==> config.mk <==
export PLATFORM = sky130hd
export DESIGN_NAME = rn_unified_map
export DESIGN_NICKNAME = d
export VERILOG_FILES = /design/src/rtl/rn_pkg.sv /design/src/rtl/rn_decode.sv /design/src/rtl/rn_class_map.sv /design/src/rtl/rn_free_list.sv /design/src/rtl/rn_unified_map.sv
export SDC_FILE = /design/constraint.sdc
export NUM_CORES = 1
export LEC_CHECK = 0
export BUFFER_PORTS_ARGS = -buffer_cell sky130_fd_sc_hd__buf_4
export CAP_MARGIN = 20
export CORE_ASPECT_RATIO = 0.8
export CORE_UTILIZATION = 25
export CTS_BUF_LIST = sky130_fd_sc_hd__clkbuf_8
export DETAILED_ROUTE_END_ITERATION = 7
export PLACE_DENSITY_LB_ADDON = 0.08
export SLEW_MARGIN = 20
export SYNTH_ARGS = -nofsm -noshare
export SYNTH_HDL_FRONTEND = slang
export SYNTH_SLANG_ARGS = --single-unit
==> constraint.sdc <==
create_clock -name clk -period 3.94 [get_ports clk]
set_input_delay 0.788 -clock clk [delete_from_list [all_inputs] [get_ports clk]]
set_output_delay 0.788 -clock clk [all_outputs]
set_load 0.01 [all_outputs]
==> src/rtl/rn_pkg.sv <==
package rn_pkg;

    typedef enum logic [1:0] {
        RC_INT  = 2'd0,
        RC_FP   = 2'd1,
        RC_MISC = 2'd2,
        RC_NONE = 2'd3
    } reg_class_e;

    typedef enum logic {
        FL_FILL = 1'b0,
        FL_RUN  = 1'b1
    } fl_state_e;

endpackage

==> src/rtl/rn_decode.sv <==
module rn_decode
    import rn_pkg::*;
#(
    parameter int NIA = 8,
    parameter int NFA = 8,
    parameter int NMA = 4,
    parameter int AW  = 5,
    parameter int RAW = 3
) (
    input  logic [AW-1:0]  arch_i,
    output reg_class_e     cls_o,
    output logic [RAW-1:0] rel_o
);

    localparam int FP_LO   = NIA;
    localparam int MISC_LO = NIA + NFA;
    localparam int LIMIT   = NIA + NFA + NMA;

    always_comb begin
        int a;
        a = int'(arch_i);
        if (a < FP_LO) begin
            cls_o = RC_INT;
            rel_o = RAW'(a);
        end else if (a < MISC_LO) begin
            cls_o = RC_FP;
            rel_o = RAW'(a - FP_LO);
        end else if (a < LIMIT) begin
            cls_o = RC_MISC;
            rel_o = RAW'(a - MISC_LO);
        end else begin
            cls_o = RC_NONE;
            rel_o = '0;
        end
    end

endmodule

==> src/rtl/rn_class_map.sv <==
module rn_class_map #(
    parameter int NA     = 8,
    parameter int RAW    = 3,
    parameter int PW     = 6,
    parameter int BASE   = 0,
    parameter int NUM_RD = 2
) (
    input  logic                         clk,
    input  logic                         rst_n,
    input  logic [NUM_RD-1:0][RAW-1:0]   rd_rel_i,
    output logic [NUM_RD-1:0][PW-1:0]    rd_phys_o,
    input  logic [RAW-1:0]               rn_rel_i,
    output logic [PW-1:0]                rn_prev_o,
    input  logic                         upd_rn_i,
    input  logic [PW-1:0]                rn_phys_i,
    input  logic                         upd_wr_i,
    input  logic [RAW-1:0]               wr_rel_i,
    input  logic [PW-1:0]                wr_phys_i
);

    localparam int MW = (NA > 1) ? $clog2(NA) : 1;

    logic [PW-1:0] map_q [NA];

    // Read ports see the table as it stood before the edge.
    for (genvar k = 0; k < NUM_RD; k++) begin : g_rd
        assign rd_phys_o[k] = map_q[MW'(rd_rel_i[k])];
    end

    assign rn_prev_o = map_q[MW'(rn_rel_i)];

    // The entry write outranks a rename aimed at the same register.
    always_ff @(posedge clk or negedge rst_n) begin
        if (!rst_n) begin
            for (int i = 0; i < NA; i++) begin
                map_q[i] <= PW'(BASE + i);
            end
        end else begin
            for (int i = 0; i < NA; i++) begin
                if (upd_wr_i && (int'(wr_rel_i) == i)) begin
                    map_q[i] <= wr_phys_i;
                end else if (upd_rn_i && (int'(rn_rel_i) == i)) begin
                    map_q[i] <= rn_phys_i;
                end
            end
        end
    end

endmodule

==> src/rtl/rn_free_list.sv <==
module rn_free_list
    import rn_pkg::*;
#(
    parameter int DEPTH     = 16,
    parameter int PW        = 6,
    parameter int CW        = 5,
    parameter int FILL_BASE = 8,
    parameter int FILL_NUM  = 8
) (
    input  logic          clk,
    input  logic          rst_n,
    input  logic          push_i,
    input  logic [PW-1:0] push_phys_i,
    input  logic          pop_i,
    output logic [PW-1:0] head_o,
    output logic [CW-1:0] count_o,
    output logic          ready_o
);

    localparam int PTRW = (DEPTH > 1) ? $clog2(DEPTH) : 1;
    localparam fl_state_e RESET_STATE = (FILL_NUM == 0) ? FL_RUN : FL_FILL;

    fl_state_e       state_q, state_d;
    logic [CW-1:0]   fill_q;
    logic [CW-1:0]   count_q;
    logic [PTRW-1:0] rd_ptr_q, wr_ptr_q;
    logic [PW-1:0]   slot_q [DEPTH];

    logic            do_push, do_pop;
    logic [PW-1:0]   push_val;

    function automatic logic [PTRW-1:0] ptr_next(input logic [PTRW-1:0] p);
        return (int'(p) == DEPTH - 1) ? '0 : p + PTRW'(1);
    endfunction

    // State register and preload counter.
    always_ff @(posedge clk or negedge rst_n) begin
        if (!rst_n) begin
            state_q <= RESET_STATE;
            fill_q  <= '0;
        end else begin
            state_q <= state_d;
            if (state_q == FL_FILL) begin
                fill_q <= fill_q + CW'(1);
            end
        end
    end

    // Next-state logic: FILL_DONE after the last preload push.
    always_comb begin
        state_d = state_q;
        unique case (state_q)
            FL_FILL: if (int'(fill_q) == FILL_NUM - 1) state_d = FL_RUN;
            FL_RUN:  state_d = FL_RUN;
        endcase
    end

    // Outputs of the state machine: which push and pop take effect.
    always_comb begin
        unique case (state_q)
            FL_FILL: begin
                do_push  = 1'b1;
                push_val = PW'(FILL_BASE + int'(fill_q));
                do_pop   = 1'b0;
                ready_o  = 1'b0;
            end
            FL_RUN: begin
                do_push  = push_i && (int'(count_q) < DEPTH);
                push_val = push_phys_i;
                do_pop   = pop_i && (count_q != '0);
                ready_o  = 1'b1;
            end
        endcase
    end

    always_ff @(posedge clk) begin
        if (do_push) begin
            slot_q[wr_ptr_q] <= push_val;
        end
    end

    always_ff @(posedge clk or negedge rst_n) begin
        if (!rst_n) begin
            rd_ptr_q <= '0;
            wr_ptr_q <= '0;
            count_q  <= '0;
        end else begin
            if (do_push) wr_ptr_q <= ptr_next(wr_ptr_q);
            if (do_pop)  rd_ptr_q <= ptr_next(rd_ptr_q);
            count_q <= count_q + CW'(do_push) - CW'(do_pop);
        end
    end

    assign head_o  = slot_q[rd_ptr_q];
    assign count_o = count_q;

endmodule

==> src/rtl/rn_unified_map.sv <==
module rn_unified_map
    import rn_pkg::*;
#(
    parameter int NIA      = 8,
    parameter int NFA      = 8,
    parameter int NMA      = 4,
    parameter int NIP      = 16,
    parameter int NFP      = 16,
    parameter int INT_ZERO = 0,
    parameter int FP_ZERO  = NFA,
    parameter int NUM_RD   = 2,
    parameter int AW       = $clog2(NIA + NFA + NMA),
    parameter int PW       = $clog2(NIP + NFP + NMA),
    parameter int CW       = $clog2(((NIP > NFP) ? NIP : NFP) + 1)
) (
    input  logic                       clk,
    input  logic                       rst_n,
    input  logic [NUM_RD-1:0][AW-1:0]  lk_arch_i,
    output logic [NUM_RD-1:0][PW-1:0]  lk_phys_o,
    input  logic                       rn_valid_i,
    input  logic [AW-1:0]              rn_arch_i,
    output logic                       rn_done_o,
    output logic                       rn_stall_o,
    output logic [PW-1:0]              rn_new_o,
    output logic [PW-1:0]              rn_prev_o,
    input  logic                       wr_valid_i,
    input  logic [AW-1:0]              wr_arch_i,
    input  logic [PW-1:0]              wr_phys_i,
    input  logic                       fr_valid_i,
    input  logic [PW-1:0]              fr_phys_i,
    output logic [CW-1:0]              free_count_o,
    output logic                       ready_o
);

    localparam int TOTAL = NIP + NFP;
    localparam int MAXA  = (NIA > NFA) ? ((NIA > NMA) ? NIA : NMA)
                                       : ((NFA > NMA) ? NFA : NMA);
    localparam int RAW   = (MAXA > 1) ? $clog2(MAXA) : 1;

    function automatic logic [PW-1:0] misc_phys(input logic [RAW-1:0] rel);
        return PW'(TOTAL + int'(rel));
    endfunction

    function automatic logic in_int(input logic [PW-1:0] p);
        return int'(p) < NIP;
    endfunction

    function automatic logic in_fp(input logic [PW-1:0] p);
        return (int'(p) >= NIP) && (int'(p) < TOTAL);
    endfunction

    // Class decoding for every request port.
    reg_class_e            rn_cls, wr_cls;
    logic [RAW-1:0]        rn_rel, wr_rel;
    reg_class_e            lk_cls [NUM_RD];
    logic [NUM_RD-1:0][RAW-1:0] lk_rel;

    rn_decode #(.NIA(NIA), .NFA(NFA), .NMA(NMA), .AW(AW), .RAW(RAW)) u_dec_rn (
        .arch_i(rn_arch_i), .cls_o(rn_cls), .rel_o(rn_rel)
    );

    rn_decode #(.NIA(NIA), .NFA(NFA), .NMA(NMA), .AW(AW), .RAW(RAW)) u_dec_wr (
        .arch_i(wr_arch_i), .cls_o(wr_cls), .rel_o(wr_rel)
    );

    for (genvar k = 0; k < NUM_RD; k++) begin : g_lk_dec
        rn_decode #(.NIA(NIA), .NFA(NFA), .NMA(NMA), .AW(AW), .RAW(RAW)) u_dec_lk (
            .arch_i(lk_arch_i[k]), .cls_o(lk_cls[k]), .rel_o(lk_rel[k])
        );
    end

    // Free lists.
    logic          int_push, fp_push, int_pop, fp_pop;
    logic [PW-1:0] int_head, fp_head;
    logic [CW-1:0] int_cnt, fp_cnt;
    logic          int_ready, fp_ready;

    rn_free_list #(
        .DEPTH(NIP), .PW(PW), .CW(CW), .FILL_BASE(NIA), .FILL_NUM(NIP - NIA)
    ) u_int_free (
        .clk(clk), .rst_n(rst_n),
        .push_i(int_push), .push_phys_i(fr_phys_i), .pop_i(int_pop),
        .head_o(int_head), .count_o(int_cnt), .ready_o(int_ready)
    );

    rn_free_list #(
        .DEPTH(NFP), .PW(PW), .CW(CW), .FILL_BASE(NIP + NFA), .FILL_NUM(NFP - NFA)
    ) u_fp_free (
        .clk(clk), .rst_n(rst_n),
        .push_i(fp_push), .push_phys_i(fr_phys_i), .pop_i(fp_pop),
        .head_o(fp_head), .count_o(fp_cnt), .ready_o(fp_ready)
    );

    // Map tables.
    logic [NUM_RD-1:0][PW-1:0] int_rd, fp_rd;
    logic [PW-1:0] int_prev, fp_prev;
    logic          int_wr, fp_wr;

    rn_class_map #(
        .NA(NIA), .RAW(RAW), .PW(PW), .BASE(0), .NUM_RD(NUM_RD)
    ) u_int_map (
        .clk(clk), .rst_n(rst_n),
        .rd_rel_i(lk_rel), .rd_phys_o(int_rd),
        .rn_rel_i(rn_rel), .rn_prev_o(int_prev),
        .upd_rn_i(int_pop), .rn_phys_i(int_head),
        .upd_wr_i(int_wr), .wr_rel_i(wr_rel), .wr_phys_i(wr_phys_i)
    );

    rn_class_map #(
        .NA(NFA), .RAW(RAW), .PW(PW), .BASE(NIP), .NUM_RD(NUM_RD)
    ) u_fp_map (
        .clk(clk), .rst_n(rst_n),
        .rd_rel_i(lk_rel), .rd_phys_o(fp_rd),
        .rn_rel_i(rn_rel), .rn_prev_o(fp_prev),
        .upd_rn_i(fp_pop), .rn_phys_i(fp_head),
        .upd_wr_i(fp_wr), .wr_rel_i(wr_rel), .wr_phys_i(wr_phys_i)
    );

    // Rename control.
    logic rn_zero, alloc_int, alloc_fp;

    always_comb begin
        rn_zero   = ((rn_cls == RC_INT) && (int'(rn_rel) == INT_ZERO)) ||
                    ((rn_cls == RC_FP)  && (int'(rn_rel) == FP_ZERO));
        alloc_int = rn_valid_i && (rn_cls == RC_INT) && !rn_zero;
        alloc_fp  = rn_valid_i && (rn_cls == RC_FP)  && !rn_zero;

        rn_stall_o = (alloc_int && (!int_ready || (int_cnt == '0))) ||
                     (alloc_fp  && (!fp_ready  || (fp_cnt  == '0)));
        rn_done_o  = rn_valid_i && (rn_cls != RC_NONE) && !rn_stall_o;
        int_pop    = alloc_int && !rn_stall_o;
        fp_pop     = alloc_fp  && !rn_stall_o;

        unique case (rn_cls)
            RC_INT: begin
                rn_new_o  = rn_zero ? int_prev : int_head;
                rn_prev_o = int_prev;
            end
            RC_FP: begin
                rn_new_o  = rn_zero ? fp_prev : fp_head;
                rn_prev_o = fp_prev;
            end
            RC_MISC: begin
                rn_new_o  = misc_phys(rn_rel);
                rn_prev_o = misc_phys(rn_rel);
            end
            RC_NONE: begin
                rn_new_o  = '0;
                rn_prev_o = '0;
            end
        endcase
    end

    // Entry writes and releases, each filtered by class range.
    always_comb begin
        int_wr   = wr_valid_i && (wr_cls == RC_INT) && in_int(wr_phys_i);
        fp_wr    = wr_valid_i && (wr_cls == RC_FP)  && in_fp(wr_phys_i);
        int_push = fr_valid_i && in_int(fr_phys_i);
        fp_push  = fr_valid_i && in_fp(fr_phys_i);
    end

    // Lookup ports.
    for (genvar k = 0; k < NUM_RD; k++) begin : g_lk
        always_comb begin
            unique case (lk_cls[k])
                RC_INT:  lk_phys_o[k] = int_rd[k];
                RC_FP:   lk_phys_o[k] = fp_rd[k];
                RC_MISC: lk_phys_o[k] = misc_phys(lk_rel[k]);
                RC_NONE: lk_phys_o[k] = '0;
            endcase
        end
    end

    assign free_count_o = (int_cnt < fp_cnt) ? int_cnt : fp_cnt;
    assign ready_o      = int_ready && fp_ready;

endmodule

# Word-level counts from Yosys, hierarchy flattened

Memories as Yosys holds them, arrays and structs flattened.
Cells that the tools add are included.

Equal/unequal tests: 31
Div/mod/pow operators: 0
$lt $le $gt $ge: 24
Bitwise gates (word level): 5
Mux-type cells: 101
Reductions and logical operators: 89
Shift-type cells: 0
$add $sub $neg: 23
$mul: 0

Operators by type and width:

| cell                                                              | number |
|---|---|
| 2-to-1 mux 6 bit                                                  | 46 |
| binary-select mux 6 bit (select 3 bit)                            | 6 |
| case mux 6 bit (4 select lines)                                   | 4 |
| logical AND 1 bit                                                 | 56 |
| less-than comparator 5 bit, second input constant                 | 10 |
| 2-to-1 mux 3 bit                                                  | 12 |
| nonzero test 2 bit                                                | 16 |
| equality test 3 bit, second input constant                        | 8 |
| case mux 6 bit (2 select lines)                                   | 2 |
| subtractor 3 x 1 -> 3 bit, second input constant                  | 8 |
| less-than comparator 5 x 4 -> 1 bit, second input constant        | 4 |
| adder 6 x 3 -> 6 bit, first input constant                        | 3 |
| adder 4 x 1 -> 4 bit, second input constant                       | 4 |
| equality test 4 x 1 -> 1 bit, second input constant               | 4 |
| 2-to-1 mux 2 bit                                                  | 8 |
| 2-to-1 mux 4 bit                                                  | 4 |
| case mux 1 bit (2 select lines)                                   | 8 |
| equality test 2 bit, second input constant                        | 6 |
| equality test 3 x 2 -> 1 bit, second input constant               | 4 |
| greater-or-equal comparator 4 bit, second input constant          | 3 |
| greater-or-equal comparator 6 x 5 -> 1 bit, second input constant | 2 |
| less-than comparator 6 x 5 -> 1 bit, second input constant        | 2 |
| less-than comparator 6 bit, second input constant                 | 2 |
| inverter 3 -> 4 bit                                               | 3 |
| other kinds (19)                                                  | 48 |

Memories kept: 2
Logic and storage cells: 301
Input bits: 37
Latch bits: 0
Bits in writable memories: 192
ROM bits: 0
Register bits after elaboration: 134

Memory list:

| memory            | words | width | rd ports | clocked after memory_dff | wr ports | RTL line           | RTL |
|---|---|---|---|---|---|---|---|
| u_fp_free.slot_q  | 16    | 6     | 1        | 0                        | 1        | rn_free_list.sv:27 | `logic [PW-1:0] slot_q [DEPTH];` |
| u_int_free.slot_q | 16    | 6     | 1        | 0                        | 1        | rn_free_list.sv:27 |  |

# Longest topological paths before layout

Word-level depth: 15
Mapped depth: 16
Mapped depth without buffers: 15

# Hierarchy

From an unflattened synthesis, not the netlist that was laid out.

Cell total of the unflattened synthesis: 1,331
Area total of the unflattened synthesis: 17,747.0 µm²

Modules (own cells, without submodules):

| module                    | area each (µm²) | sequential area each (µm²) | cells an instance | instances |
|---|---|---|---|---|
| rn_free_list (u_int_free) | 4,906.0         | 3,358.2                    | 291               | 1 |
| rn_free_list (u_fp_free)  | 4,902.2         | 3,358.2                    | 297               | 1 |
| rn_class_map (u_fp_map)   | 3,489.6         | 1,226.2                    | 297               | 1 |
| rn_class_map (u_int_map)  | 3,479.6         | 1,216.2                    | 297               | 1 |
| rn_unified_map            | 814.5           | 0.0                        | 125               | 1 |
| rn_decode                 | 38.8            | 0.0                        | 6                 | 4 |

# Least setup slack after synthesis

No wires, ideal clock.

Kind: input to output
Start: input lk_arch_i[3] in the netlist's numbering
End: output lk_phys_o[2] in the netlist's numbering
Path buffers: 2
Cell stages on the path: 7
Required time: 3,152 ps
Data arrival time: 2,364 ps
Path slack: 788 ps
Path through: clkbuf_1 -> o21ai_1 -> nand2_1 -> clkbuf_1 -> o22ai_1 -> o311a_1 -> a211oi_1

RTL lines:

| what        | RTL line             | RTL |
|---|---|---|
| from (decl) | rn_unified_map.sv:18 | `input logic [NUM_RD-1:0][AW-1:0] lk_arch_i,` |
| to (decl)   | rn_unified_map.sv:19 | `output logic [NUM_RD-1:0][PW-1:0] lk_phys_o,` |

# Worst setup path in the final report

Start: register u_int_free.rd_ptr_q[1]
End: output rn_new_o[0]

Cells in the longest elaborated chain, start to end: 3

Ends and longest elaborated chain:

| what                            | RTL line              | RTL |
|---|---|---|
| from (decl)                     | rn_free_list.sv:26    | `logic [PTRW-1:0] rd_ptr_q, wr_ptr_q;` |
| from (signal assigned)          | rn_free_list.sv:89    | `if (do_pop) rd_ptr_q <= ptr_next(rd_ptr_q);` |
| memory read (16 x 6 bit)        | --                    |  |
| 2-to-1 mux 6 bit                | rn_unified_map.sv:136 | `rn_new_o = rn_zero ? int_prev : int_head;` |
| case mux 6 bit (4 select lines) | rn_unified_map.sv:134 | `unique case (rn_cls)` |
| to (decl)                       | rn_unified_map.sv:24  | `output logic [PW-1:0] rn_new_o,` |

No other way between the ends.

==> results_dict.tcl <==
set metrics [dict create \
    status "finished, final reports clean" \
    yosysWarnings 0 \
    cts_tree "yes" \
    drv_slew 0 \
    hold_viol_final 0 \
    firstDrtPassIters 5 \
    avgSynthCellArea_um2 11.96 \
    place_ws_ps 136.7 \
    leakage_nw 8.091 \
    core_area_mm2 0.06919 \
    ys_ff_latch 326 \
    gr-usage-all-layers 0.1873 \
    ant_nets 0 \
    worst-setup-path-type "reg2out" \
    htreeDepth 2 \
    grt_remaining_overflow 0 \
    initial_core_util 0.2539 \
    grt_pass1_vias 13080 \
    ys_seq_area_frac 0.5213 \
    p_sw_frac 0.3966 \
    stdcell_count 2574 \
    io_buffers 68 \
    cts-buffers-inserted 59 \
    synthAdderAreaFrac 0.02364 \
    ios 69 \
    die_w_um 298.4 \
    seqPwrFrac 0.408 \
    synth_largest_type_area_fraction 0.3282 \
    grt_pass1_wl_mm 97.01 \
    yosysTopAreaCell "edfxtp_1" \
    critPathRequiredTime_ps 3150 \
    cp-end-kind "output port" \
    ff2ff_setup_slack_ps 900 \
    slew_headroom 0.3622 \
    die_area_mm2 0.07135 \
    power_density_mw_per_mm2 624.4 \
    insertion_delay_ps 670 \
    timing.final.crit_share 0.9728 \
    hold_buffers 0 \
    drc 0 \
    synthMuxAreaShare 0.1713 \
    final-setup-viol-count 0 \
    place_inst 2458 \
    clockPowerShare 0.232 \
    area_delta_synth_final_pct 17.97 \
    grt_max_degree 55 \
    wl_mm 66.62 \
    p_comb_frac 0.360 \
    drtIter0Drc 1282 \
    worst_pin_slew_ps 930.1 \
    rows 86 \
    p_int_mw 7.809 \
    synth_nets 1538 \
    dpl.hpwl_mm 49.30 \
    die_h_um 239.1 \
    viasPerCell 5.096 \
    max-cap-violations 0 \
    synthTopCellsByArea "edfxtp_1, dfrtp_1, mux4_2, mux2i_1, dfstp_2" \
    path_clk_slew_ps 60 \
    synthXorXnorAreaFrac 0.009970 \
    ys.flop_type "edfxtp_1" \
    cts_buffer_depth 3 \
    root_buffer "clkbuf_8" \
    cts.sinks 326 \
    final_common_cell "edfxtp_1" \
    min_period_ps 3833 \
    drive_gt1_frac 0.2464 \
    synth_top_family_by_area "multiplexers" \
    netlist_instances 1469 \
    synth_compound_area_frac 0.1257 \
    synth-edff-count 192 \
    synth-simple-area-share 0.1160 \
    worst_setup_path_start_kind "register" \
    ys_types 86 \
    fmax_mhz 260.9 \
    syn_area_mm2 0.01757 \
    skew_ps 37.60 \
    ys_async_sr_fraction 0.4110 \
    p_sw_mw 5.133 \
    arrival_ps 3040 \
    tns_ps 0 \
    final_nets 1670 \
    grt_antenna_before_repair 3 \
    fin_ws_ps 107.1 \
    min_path_type "in2async" \
    critPathMaxFanout 11 \
    vias 13120 \
    final_cell_mix "edfxtp_1, buf_4, nand2_1" \
    peakVddDrop_uv 443.6 \
    globalplace.congestion 0.8683 \
    wl_per_cell_um 25.88 \
]
logic make-up (layout without fill, tap and decap cells):
group | Yosys count | in the layout
other | 0 | 2
adders and majority gates | 32 | 32
AOI/OAI and AO/OA | 326 | 326
and+or+nand+nor | 419 | 419
xor gates and xnor gates | 20 | 20
buffers and inverters | 131 | 310
muxes | 215 | 215
DFF | 326 | 326
sequential cells by signal (all words and copies together), names as in the netlist:
| register | flops |
|---|---|
| u_fp_free.count_o | 5 |
| u_fp_free.fill_q | 5 |
| u_fp_free.rd_ptr_q | 4 |
| u_fp_free.slot_q | 96 |
| u_fp_free.state_q | 1 |
| u_fp_free.wr_ptr_q | 4 |
| u_fp_map.map_q | 48 |
| u_int_free.count_o | 5 |
| u_int_free.fill_q | 5 |
| u_int_free.rd_ptr_q | 4 |
| u_int_free.slot_q | 96 |
| u_int_free.state_q | 1 |
| u_int_free.wr_ptr_q | 4 |
| u_int_map.map_q | 48 |
layer usage:
metal,vias up,track usage,part of all wire
li1,5901,-,-
met1,6644,0.2821,0.49
met2,467,0.2724,0.42
met3,102,0.03381,0.067
met4,4,0.04880,0.024
met5,-,0,0.00035
synth_stat cells, types with 32 or more instances:
library cell / instances
nand3_1: 47
mux2_2: 41
mux4_2: 55
mux2i_1: 109
inv_1: 41
dfstp_2: 32
dfrtp_1: 102
nand2_1: 131
a21oi_1: 76
o21ai_0: 56
edfxtp_1: 192
nor2_1: 102
clkbuf_1: 51
through the flow:
stage	hold slack, ps	power (mW)	util	area, um^2
4_1_cts	99.63	13.05	0.2991	20700
3_3_place_gp	466.6	9.859	0.2823	19540
5_1_grt	102.8	13.66	0.2995	20720
3_5_place_dp	467.4	9.832	0.2823	19540
6_report	94.65	12.94	0.2996	20730
2_1_floorplan	445.4	7.602	-	17570
power groups by stage:
| stage | Combinational [mW] | Sequential (mW) | Clock (mW) |
|---|---|---|---|
| 2_1_floorplan | 2.97 | 4.63 | 0 |
| 3_3_place_gp | 4.54 | 5.32 | 0 |
| 3_5_place_dp | 4.53 | 5.30 | 0 |
| 4_1_cts | 4.69 | 5.24 | 3.12 |
| 5_1_grt | 5.08 | 5.32 | 3.27 |
| 6_report | 4.66 | 5.28 | 3.01 |
path summary, 6_finish.rpt:
| path | from | end | cells after the start |
|---|---|---|---|
| max | u_int_free.rd_ptr_q[1] | rn_new_o[0] | 8 |
| min | rst_n | u_fp_map.map_q[26] | 1 |
| max reg2reg | u_fp_free.count_o[2] | u_fp_free.count_o[4] | 15 |
| min reg2reg | u_fp_free.fill_q[4] | u_fp_free.fill_q[4] | 1 |
| max in group asynchronous | rst_n | u_int_map.map_q[12] | 2 |
| min in group clk | u_fp_free.fill_q[4] | u_fp_free.fill_q[4] | 1 |
critical path, stage by stage (launching register included):
cell and delay (ps):
dfrtp_2 390, buf_4 150, buf_16 150, mux4_1 550
mux4_2 570, mux2i_1 170, o21ai_1 100, buf_4 160
buf_4 140
final cells by class:
| cell class | count | area (um^2) |
|---|---|---|
| repair buffers | 160 | 1282 |
| flip-flops and latches | 326 | 9164 |
| inverters | 42 | 157.7 |
| multi-input cells | 1012 | 7880 |
| well taps | 924 | 1156 |
| clock buffers | 60 | 825.8 |
| fillers | 7077 | 48460 |
| clock inverters | 48 | 255.2 |
| diodes | 2 | 5.005 |
timing repair:
action	CTS	global route
resized for setup	12	8
setup endpoints to repair	5	5
pin swaps	0	0
buffers inserted	5	0
gates cloned	1	0
endpoints found under the hold margin	0	0
Note: power is estimated with default switching activity, not from simulation.
